**src/rtl/cfg_i2c_pkg.sv**
```systemverilog
package cfg_i2c_pkg;

    localparam int NREG = 6;

    // Even index sets bits, index | 1 clears them
    localparam logic [7:0] REG_SET_IDX [NREG] = '{8'h04, 8'h06, 8'h12, 8'h0A, 8'h0C, 8'h0E};
    localparam logic [7:0] REG_RST_VAL [NREG] = '{8'h03, 8'h0C, 8'h14, 8'h00, 8'h00, 8'h00};

    localparam int SLOT_MAIN = 0;
    localparam int SLOT_PULL = 1;

    localparam int MAIN_PASSTHRU = 3;
    localparam int MAIN_SERIAL   = 6;
    localparam int PULL_BUS_DRV  = 5;
    localparam int PULL_DISCHRG  = 6;
    localparam int PULL_CHRG     = 7;

    typedef enum logic [3:0] {
        ST_IDLE,
        ST_ADDR,
        ST_ADDR_ACK,
        ST_INDEX,
        ST_INDEX_ACK,
        ST_WDATA,
        ST_WDATA_ACK,
        ST_RDATA,
        ST_RDATA_ACK
    } link_state_e;

    function automatic logic [7:0] resolve_reg(input int slot, input logic [7:0] v);
        logic [7:0] r;
        r = v;
        if (slot == SLOT_MAIN && r[MAIN_SERIAL]) begin
            r[MAIN_PASSTHRU] = 1'b0;
        end
        if (slot == SLOT_PULL) begin
            if (r[PULL_BUS_DRV]) begin
                r[PULL_DISCHRG] = 1'b0;
                r[PULL_CHRG]    = 1'b0;
            end else if (r[PULL_DISCHRG]) begin
                r[PULL_CHRG] = 1'b0;
            end
        end
        return r;
    endfunction

endpackage

```
**src/rtl/i2c_line_sync.sv**
```systemverilog
module i2c_line_sync #(
    parameter int STAGES = 2
) (
    input  logic clk,
    input  logic rst_n,
    input  logic scl_i,
    input  logic sda_i,
    output logic scl_s,
    output logic sda_s,
    output logic scl_rise,
    output logic scl_fall,
    output logic bus_start,
    output logic bus_stop
);
    logic [STAGES-1:0] scl_pipe;
    logic [STAGES-1:0] sda_pipe;
    logic              scl_q;
    logic              sda_q;

    always_ff @(posedge clk or negedge rst_n) begin
        if (!rst_n) begin
            scl_pipe <= '1;
            sda_pipe <= '1;
            scl_q    <= 1'b1;
            sda_q    <= 1'b1;
        end else begin
            scl_pipe <= {scl_pipe[STAGES-2:0], scl_i};
            sda_pipe <= {sda_pipe[STAGES-2:0], sda_i};
            scl_q    <= scl_pipe[STAGES-1];
            sda_q    <= sda_pipe[STAGES-1];
        end
    end

    assign scl_s     = scl_pipe[STAGES-1];
    assign sda_s     = sda_pipe[STAGES-1];
    assign scl_rise  = scl_s & ~scl_q;
    assign scl_fall  = ~scl_s & scl_q;
    assign bus_start = scl_s & scl_q & sda_q & ~sda_s;
    assign bus_stop  = scl_s & scl_q & ~sda_q & sda_s;

endmodule

```
**src/rtl/i2c_link_fsm.sv**
```systemverilog
module i2c_link_fsm
    import cfg_i2c_pkg::*;
(
    input  logic       clk,
    input  logic       rst_n,
    input  logic       bus_start,
    input  logic       bus_stop,
    input  logic       scl_rise,
    input  logic       scl_fall,
    input  logic       sda_s,
    input  logic [6:0] dev_addr,
    input  logic [7:0] rd_byte,
    output logic       sda_oe,
    output logic [7:0] reg_idx,
    output logic       wr_en,
    output logic [7:0] wr_data
);
    link_state_e state;
    logic [3:0]  bit_cnt;
    logic [7:0]  shreg;
    logic [7:0]  idx;
    logic        rw_read;
    logic        master_ack;

    always_ff @(posedge clk or negedge rst_n) begin
        if (!rst_n) begin
            state      <= ST_IDLE;
            bit_cnt    <= '0;
            shreg      <= '0;
            idx        <= '0;
            rw_read    <= 1'b0;
            master_ack <= 1'b0;
        end else if (bus_start) begin
            state   <= ST_ADDR;
            bit_cnt <= '0;
        end else if (bus_stop) begin
            state <= ST_IDLE;
        end else begin
            unique case (state)
                ST_IDLE: ;
                ST_ADDR, ST_INDEX, ST_WDATA: begin
                    if (scl_rise && bit_cnt < 4'd8) begin
                        shreg   <= {shreg[6:0], sda_s};
                        bit_cnt <= bit_cnt + 4'd1;
                    end else if (scl_fall && bit_cnt == 4'd8) begin
                        if (state == ST_ADDR) begin
                            if (shreg[7:1] == dev_addr) begin
                                rw_read <= shreg[0];
                                state   <= ST_ADDR_ACK;
                            end else begin
                                state <= ST_IDLE;
                            end
                        end else if (state == ST_INDEX) begin
                            idx   <= shreg;
                            state <= ST_INDEX_ACK;
                        end else begin
                            idx   <= idx + 8'd1;
                            state <= ST_WDATA_ACK;
                        end
                    end
                end
                ST_ADDR_ACK: begin
                    if (scl_fall) begin
                        bit_cnt <= '0;
                        if (rw_read) begin
                            shreg <= rd_byte;
                            idx   <= idx + 8'd1;
                            state <= ST_RDATA;
                        end else begin
                            state <= ST_INDEX;
                        end
                    end
                end
                ST_INDEX_ACK, ST_WDATA_ACK: begin
                    if (scl_fall) begin
                        bit_cnt <= '0;
                        state   <= ST_WDATA;
                    end
                end
                ST_RDATA: begin
                    if (scl_fall) begin
                        if (bit_cnt == 4'd7) begin
                            bit_cnt <= '0;
                            state   <= ST_RDATA_ACK;
                        end else begin
                            shreg   <= {shreg[6:0], 1'b1};
                            bit_cnt <= bit_cnt + 4'd1;
                        end
                    end
                end
                ST_RDATA_ACK: begin
                    if (scl_rise) begin
                        master_ack <= ~sda_s;
                    end else if (scl_fall) begin
                        if (master_ack) begin
                            shreg   <= rd_byte;
                            idx     <= idx + 8'd1;
                            bit_cnt <= '0;
                            state   <= ST_RDATA;
                        end else begin
                            state <= ST_IDLE;
                        end
                    end
                end
                default: state <= ST_IDLE;
            endcase
        end
    end

    always_comb begin
        sda_oe  = 1'b0;
        wr_en   = 1'b0;
        wr_data = shreg;
        reg_idx = idx;
        unique case (state)
            ST_ADDR_ACK, ST_INDEX_ACK, ST_WDATA_ACK: sda_oe = 1'b1;
            ST_RDATA: sda_oe = ~shreg[7];
            ST_WDATA: wr_en = scl_fall && bit_cnt == 4'd8 && !bus_start && !bus_stop;
            default: ;
        endcase
    end

endmodule

```
**src/rtl/cfg_regbank.sv**
```systemverilog
module cfg_regbank
    import cfg_i2c_pkg::*;
#(
    parameter logic [15:0] VENDOR_ID  = 16'h0483,
    parameter logic [15:0] PRODUCT_ID = 16'hA0C4
) (
    input  logic       clk,
    input  logic       rst_n,
    input  logic [7:0] reg_idx,
    input  logic       wr_en,
    input  logic [7:0] wr_data,
    output logic [7:0] rd_byte,
    output logic [7:0] regs [NREG]
);
    logic [NREG-1:0] hit;

    for (genvar g = 0; g < NREG; g++) begin : g_reg
        logic hit_set;
        logic hit_clr;
        logic [7:0] raw;

        assign hit_set = reg_idx == REG_SET_IDX[g];
        assign hit_clr = reg_idx == (REG_SET_IDX[g] | 8'h01);
        assign hit[g]  = hit_set | hit_clr;
        assign raw     = hit_set ? (regs[g] | wr_data) : (regs[g] & ~wr_data);

        always_ff @(posedge clk or negedge rst_n) begin
            if (!rst_n) begin
                regs[g] <= REG_RST_VAL[g];
            end else if (wr_en && hit[g]) begin
                regs[g] <= resolve_reg(g, raw);
            end
        end
    end

    always_comb begin
        rd_byte = 8'h00;
        unique case (reg_idx)
            8'h00: rd_byte = VENDOR_ID[7:0];
            8'h01: rd_byte = VENDOR_ID[15:8];
            8'h02: rd_byte = PRODUCT_ID[7:0];
            8'h03: rd_byte = PRODUCT_ID[15:8];
            default: begin
                for (int k = 0; k < NREG; k++) begin
                    if (hit[k]) rd_byte = regs[k];
                end
            end
        endcase
    end

endmodule

```
**src/rtl/cfg_i2c_slave.sv**
```systemverilog
module cfg_i2c_slave
    import cfg_i2c_pkg::*;
#(
    parameter logic [5:0]  ADDR_HI    = 6'b010110,
    parameter int          SYNC_STAGES = 2,
    parameter logic [15:0] VENDOR_ID  = 16'h0483,
    parameter logic [15:0] PRODUCT_ID = 16'hA0C4
) (
    input  logic       clk,
    input  logic       rst_n,
    input  logic       addr_sel,
    input  logic       scl_i,
    input  logic       sda_i,
    output logic       sda_o,
    output logic       sda_oe,
    output logic [7:0] cfg_main,
    output logic [7:0] cfg_pull,
    output logic [7:0] cfg_aux,
    output logic [7:0] evt_latch,
    output logic [7:0] evt_fall_en,
    output logic [7:0] evt_rise_en
);
    logic       addr_lsb;
    logic       scl_s, sda_s, scl_rise, scl_fall, bus_start, bus_stop;
    logic [7:0] reg_idx, wr_data, rd_byte;
    logic       wr_en;
    logic [7:0] regs [NREG];

    // Address LSB follows the pin while reset is held, then freezes
    always_ff @(posedge clk) begin
        if (!rst_n) addr_lsb <= addr_sel;
    end

    i2c_line_sync #(.STAGES(SYNC_STAGES)) sync_i (
        .clk(clk), .rst_n(rst_n), .scl_i(scl_i), .sda_i(sda_i),
        .scl_s(scl_s), .sda_s(sda_s), .scl_rise(scl_rise), .scl_fall(scl_fall),
        .bus_start(bus_start), .bus_stop(bus_stop)
    );

    i2c_link_fsm fsm_i (
        .clk(clk), .rst_n(rst_n), .bus_start(bus_start), .bus_stop(bus_stop),
        .scl_rise(scl_rise), .scl_fall(scl_fall), .sda_s(sda_s),
        .dev_addr({ADDR_HI, addr_lsb}), .rd_byte(rd_byte),
        .sda_oe(sda_oe), .reg_idx(reg_idx), .wr_en(wr_en), .wr_data(wr_data)
    );

    cfg_regbank #(.VENDOR_ID(VENDOR_ID), .PRODUCT_ID(PRODUCT_ID)) bank_i (
        .clk(clk), .rst_n(rst_n), .reg_idx(reg_idx), .wr_en(wr_en),
        .wr_data(wr_data), .rd_byte(rd_byte), .regs(regs)
    );

    assign sda_o       = 1'b0;
    assign cfg_main    = regs[0];
    assign cfg_pull    = regs[1];
    assign cfg_aux     = regs[2];
    assign evt_latch   = regs[3];
    assign evt_fall_en = regs[4];
    assign evt_rise_en = regs[5];

endmodule

```
**config.mk**
```make
export PLATFORM = sky130hd
export DESIGN_NAME = cfg_i2c_slave
export DESIGN_NICKNAME = d
export VERILOG_FILES = /design/src/rtl/cfg_i2c_pkg.sv /design/src/rtl/i2c_line_sync.sv /design/src/rtl/i2c_link_fsm.sv /design/src/rtl/cfg_regbank.sv /design/src/rtl/cfg_i2c_slave.sv
export SDC_FILE = /design/constraint.sdc
export NUM_CORES = 1
export LEC_CHECK = 0
export BUFFER_PORTS_ARGS = -buffer_cell sky130_fd_sc_hd__buf_2
export CORE_ASPECT_RATIO = 2
export CORE_MARGIN = 2
export CORE_UTILIZATION = 25
export DETAILED_ROUTE_END_ITERATION = 10
export SLEW_MARGIN = 20
export SYNTH_ARGS = -nofsm -noshare
export SYNTH_HDL_FRONTEND = slang
export SYNTH_SLANG_ARGS = --single-unit
```
**constraint.sdc**
```tcl
create_clock -name clk -period 2.5 [get_ports clk]
set_input_delay 0.5 -clock clk [delete_from_list [all_inputs] [get_ports clk]]
set_output_delay 0.5 -clock clk [all_outputs]
set_load 0.01 [all_outputs]
```
# ---- Word level (Yosys, flattened, before mapping)
# Index checks and enable logic that the tools add are counted.
dict set report classes {
  n_mul 0
  eq_ne 53
  n_lt_le_gt_ge 1
  addsub 2
  reduce_logical 26
  bitwise 34
  n_div 0
  mux 64
  shift 0
}
# op count
set ops {}
lappend ops {{8-bit two-way mux} 29}
lappend ops {{4-bit two-way mux} 20}
lappend ops {{8-bit one-hot mux with 4 select lines} 2}
lappend ops {{8-bit AND} 6}
lappend ops {{8-bit by 4-bit equality test with 1-bit output, second input constant} 6}
lappend ops {{8-bit bitwise OR} 6}
lappend ops {{8-bit by 3-bit equality test with 1-bit output, second input constant} 4}
lappend ops {{4-bit by 1-bit != test with 1-bit output, second input constant} 6}
lappend ops {{4-bit one-hot mux with 6 select lines} 1}
lappend ops {{8-bit one-hot mux with 3 select lines} 1}
lappend ops {{11-bit AND reduction} 2}
lappend ops {{4-bit by 3-bit equality test with 1-bit output, second input constant} 5}
lappend ops {{3-bit by 1-bit != test with 1-bit output, second input constant} 6}
lappend ops {{8-bit by 2-bit equality test with 1-bit output, second input constant} 2}
lappend ops {{8-bit by 5-bit equality test with 1-bit output, second input constant} 2}
lappend ops {{2-bit by 1-bit != test with 1-bit output, second input constant} 8}
lappend ops {{4-bit one-hot mux with 4 select lines} 1}
lappend ops {{1-bit logical AND} 10}
lappend ops {{9-bit AND reduction} 1}
lappend ops {{8-bit by 1-bit adder with 8-bit output, second input constant} 1}
lappend ops {{4-bit by 2-bit equality test with 1-bit output, second input constant} 2}
lappend ops {{4-bit equality test, second input constant} 2}
lappend ops {{8-bit by 1-bit equality test with 1-bit output, second input constant} 1}
lappend ops {{8-bit zero test} 1}
lappend ops {{25 further kinds} 55}
dict set report totals {
  reg_bits 81
  romBits 0
  out_inout_bits 50
  in_bits 5
  word_cells 197
  latch_bits 0
  ramBits 0
  mem_count 0
}

# ---- Longest topological paths before layout
dict set report logic_depth {
  word_depth 13
  ltp_mapped 10
  depth_no_buf 8
}

# ---- Cells and area by module
# Synthesis repeated with hierarchy kept, for this count alone.
dict set report unflattened {
  hier_cells 522
  area_unflattened_um2 4837.1
}
# mod instances area_per_inst_um2 cells_each seq_area_each_um2
set modules_own_cells {}
lappend modules_own_cells {cfg_regbank 1 2736.4 300 1208.7}
lappend modules_own_cells {i2c_link_fsm 1 1861.8 207 650.6}
lappend modules_own_cells {i2c_line_sync 1 190.2 10 157.7}
lappend modules_own_cells {cfg_i2c_slave 1 48.8 5 30.0}

# ---- Worst setup path before layout
# Ideal clock, no wire load.
dict set report synth_timing {
  kind {register -> register}
  startpoint {register sync_i.scl_q}
  endpoint {register bank_i.regs[37] in the netlist's numbering}
  t_required_ns 2.375
  path_stages_with_launch 8
  path_buffers 1
  arrival_ns 2.246
  setup_ns 0.125
  setup_slack_ns 0.129
  period_less_slack_ns 2.371
  cell_sequence {dfstp_2 > nand2b_1 > or4_4 > or2_1 > buf_6 > nor3_4 > nand2_1 > mux2_4}
}
dict set report synth_between {
  elab_chain_cells 8
  elab_cells_between_ends 13
  cone_classes {mux (1); bitwise (6); reduce/logical (6)}
}
# item line
set synth_lines {}
lappend synth_lines {{start, declared} i2c_line_sync.sv:17} ;# logic scl_q;
lappend synth_lines {{start signal, assigned} i2c_line_sync.sv:29} ;# scl_q <= scl_pipe[STAGES-1];
lappend synth_lines {{1-bit AND} {i2c_line_sync.sv:38, i2c_line_sync.sv:39}}
lappend synth_lines {{1-bit AND (2 in series)} i2c_line_sync.sv:38} ;# assign bus_start = scl_s & scl_q & sda_q & ~sda_s;
lappend synth_lines {{1-bit zero test} i2c_link_fsm.sv:118} ;# ST_WDATA: wr_en = scl_fall && bit_cnt == 4'd8 && !bus_start && !bus_stop;
lappend synth_lines {{1-bit logical AND} i2c_link_fsm.sv:118}
lappend synth_lines {{1-bit logical AND *} i2c_link_fsm.sv:118}
lappend synth_lines {{1-bit two-way mux *} i2c_link_fsm.sv:115} ;# unique case (state)
lappend synth_lines {{1-bit logical AND *} cfg_regbank.sv:30} ;# end else if (wr_en && hit[g]) begin
lappend synth_lines {{end signal, assigned by index} cfg_regbank.sv:29} ;# regs[g] <= REG_RST_VAL[g];
lappend synth_lines {{end signal, assigned by index} cfg_regbank.sv:31} ;# regs[g] <= resolve_reg(g, raw);
lappend synth_lines {{end, declared} cfg_regbank.sv:13} ;# output logic [7:0] regs [NREG]
# Every way passes the cells marked *; elsewhere a longest branch is shown, timed or not.
# A chain may end at the register's enable or synchronous reset.

==> summary.txt <==
Floorplanning
  • Row Count: 72
  • Die ar.: ~21000 µm²
  • Die Height: 203 µm
  • Chip Width: 103 µm
  • Core ar.: 19400 µm²
  • I/O Pins: 55
  • Initial Util: between 20% and 30%

Hold path
  • HP Class: input pin to asynchronous set/reset pin

Finish
  • Final Core Density: between 30% and 40%
  • ANT cells: 0
  • Layout cell share with drive strength beyond 1: between 20 and 30%
  • Fin nets: 637
  • Synthesis-to-finish area growth: 25.1%
  • Filler instances: 2034

Global route
  • GRT Util Overall: between 15 and 20%
  • First-pass GRT wire length: approximately 27000 µm
  • Initial antenna violation count: 0
  • GRT overflow: 0
  • Largest net degree at the start of global routing: 50
  • Vias in the first global route: approximately 4700

Setup path
  • Crit-path slowest cell: or4_4
  • CP Capture Type: register
  • CP required: roughly 2700 ps
  • Max incr delay on CP: between 400 and 500 ps
  • Worst path depth: 10
  • CP top delay family: simple AND/OR/NAND/NOR gates
  • WP data arrival: approximately 2700 ps
  • Setup Crit Path Kind: register to register
  • Reg2Reg Depth: 10
  • Worst Setup Start Kind: register
  • Cell Chain, Critical Path: inv_1 -> ha_1 -> nand2_1 -> or4_4 -> or2_4 -> buf_12 -> nor3_4 -> buf_4 -> nand2_1 -> mux2_1
  • Worst Path Max Fanout: 8
  • Buffers plus inverters on the worst setup path: 3
  • Most frequent CP cell: nand2_1

Timing
  • Clock Skews: about 9.6 ps
  • Setup-failing EPs final: 0
  • Relative slew margins: between 50% and 60%
  • Final number of max-transition violations: 0
  • Final setup TNS: 0 ps
  • Highest Clock Rate: ~410 MHz
  • RSZ-0062 raised after global routing: no
  • Tcrit/Tclk final: 96.9%
  • Final min period: 2420 ps
  • Final Hold Fails: 0
  • Slew at the pin with the worst max-slew slack: approximately 620 ps

CTS
  • Clk Latency, worst-skew pair: about 360 ps
  • Sink Count: between 80 and 90
  • CTS root buffer: clkbuf_16
  • Clock-pin slew on the worst setup and hold paths: about 70 ps
  • CTS tree: built
  • Total CTS buffers: 9
  • Hold_buf cts: 0
  • Htree depth: 3
  • Longest Clk Path Bufs: 2

Synthesis
  • Cells after synthesis: roughly 550
  • Avg Cell Area, Syn: 9.08 µm²
  • Synth warn: 0
  • #FFs+latches synth: between 80 and 90
  • Ys async rst share: 98.8%
  • Seq/Total Area, Yosys: between 40% and 50%
  • EDFF count, synth: 1
  • Distinct cells, synth: 72
  • Syn Nets: 556
  • Mapped Area: between 4000 and 5000 µm²
  • Main flop type after synthesis: dfrtp_1

Route
  • Final ANT Viol Nets: 0
  • Total routed wirelength: ~18000 µm
  • Post-route DRC: 0
  • Via count: 4615
  • Initial drt markers: 243
  • Routed vias/inst: between 5 and 6
  • Routed WL per cell: between 15 and 20 µm
  • DR pass1 iterations: 5

Outcome
  • Status: complete, no violations

Placed design
  • GP Congestion: about 1.0
  • DP HPWL: 13800 µm
  • IO Port Bufs: 53

Power
  • P_leak: between 2 and 3 nW
  • PwrDens: approximately 560 nW/µm²
  • Peak VDD IR: around 0.36 mV

Run
  • Max-cap violations: 0
-- synth_stat cells, types with 4 or more instances --
cell type	number	area, µm²
a21oi_1	30	150
a22oi_1	6	45.0
a31oi_1	5	31.3
a32oi_1	6	52.6
and2_1	4	25.0
and3_1	6	37.5
clkbuf_1	35	131
dfrtp_1	68	1700
dfstp_2	12	315
ha_1	6	75.1
inv_1	12	45.0
mux2_1	24	270
mux2_2	17	191
mux2_4	6	90.1
nand2_1	77	289
nand2b_1	12	75.1
nand3_1	11	55.1
nor2_1	33	124
nor2b_1	7	43.8
nor3_1	7	35.0
nor3_4	5	81.3
nor3b_1	4	30.0
nor4_1	8	50.1
nor4b_1	4	35.0
o211ai_1	6	45.0
o21ai_0	51	255
o22ai_1	8	50.1
o31ai_1	6	45.0
or2_2	4	25.0
-- routing by layer --
| metal | share of wire [%] | GRT usage [%] | vias to the layer above | wire [µm] |
|---|---|---|---|---|
| met5 | 0 | 0 | - | 0 |
| met4 | 8.4 | 13.8 | 0 | 1500 |
| met3 | 3.4 | 2.72 | 63 | 607 |
| met2 | 56 | 32.6 | 159 | 9900 |
| met1 | 33 | 16.3 | 2267 | 5790 |
| li1 | - | - | 2126 | - |
-- per-stage QoR --
step	setup slack [ps]	std cells	area (µm²)	hold WS [ps]	total power, W
3_5_place_dp	32.9	870	5810	349	0.00207
4_1_cts	4.47	886	6130	101	0.00349
5_1_grt	2.28	890	6190	125	0.00359
3_3_place_gp	14.5	870	5810	352	0.00207
2_1_floorplan	129	545	4950	204	0.00176
6_report	77.1	890	6190	93.0	0.00346
-- where the power goes --
part | total, W | switching (W) | internal (W)
clock | 0.00141 | 0.000555 | 0.000853
sequential | 0.00148 | 0.0000932 | 0.00139
combinational | 0.000564 | 0.000368 | 0.000196
-- cell type report --
class	count	area [µm²]	share of cell area, %
multi-input combinational	410	2700	43.7
sequential	81	2050	33.1
timing repair buffer	112	752	12.2
tap	259	324	5.24
clock buffer	12	267	4.31
clock inverter	4	50.0	0.809
inverter	12	45.0	0.728
-- worst paths after layout --
kind | from | end | slack (ps)
max in group asynchronous | rst_n | sync_i.scl_pipe[0] | 1720
min | rst_n | asynchronous set/reset pin | 90
max | fsm_i.bit_cnt[0] | register | 80
max reg2reg | fsm_i.bit_cnt[0] | register | 80
min reg2reg | sync_i.scl_pipe[0] | sync_i.scl_pipe[1] | 360
min in group clk | scl_i | sync_i.scl_pipe[0] | 240
-- cell families after synthesis --
kind of cell    after synthesis  share of synthesized area, %
other cells                   1                        0.0758
simple gates                204                          21.8
mux                          50                          11.8
compound gates              145                          18.3
fa+ha+maj                     7                          1.72
flops                        81                          41.4
xor+xnor                      3                         0.531
buf+inv                      54                          4.40
-- what timing repair did --
action | 4_1_cts | 5_1_grt
endpoints found under the hold margin | 0 | 0
endpoints found under the setup margin | 1 | 43
gates resized for setup | 0 | 9
pin swaps | 1 | 6
setup buffers | 0 | 4
-- placed cells by master, fill, tap and decap left out, types with 6 or more instances in the layout --
cell type  count
o31ai_1        6
mux2_4         7
nor3_1         7
a32oi_1        6
dfrtp_1       68
nand2_1       75
a22oi_1        6
and3_1         6
mux2_1        23
o21ai_0       49
buf_2         52
buf_4         56
nand2b_1      12
nor4_1         7
inv_1         12
o211ai_1       6
a21oi_1       30
ha_1           6
nand3_1       11
nor2_1        32
nor2b_1        7
o22ai_1        8
dfstp_2       12
mux2_2        17
clkbuf_16      9
No activity file was read; power rests on OpenSTA's default activity.
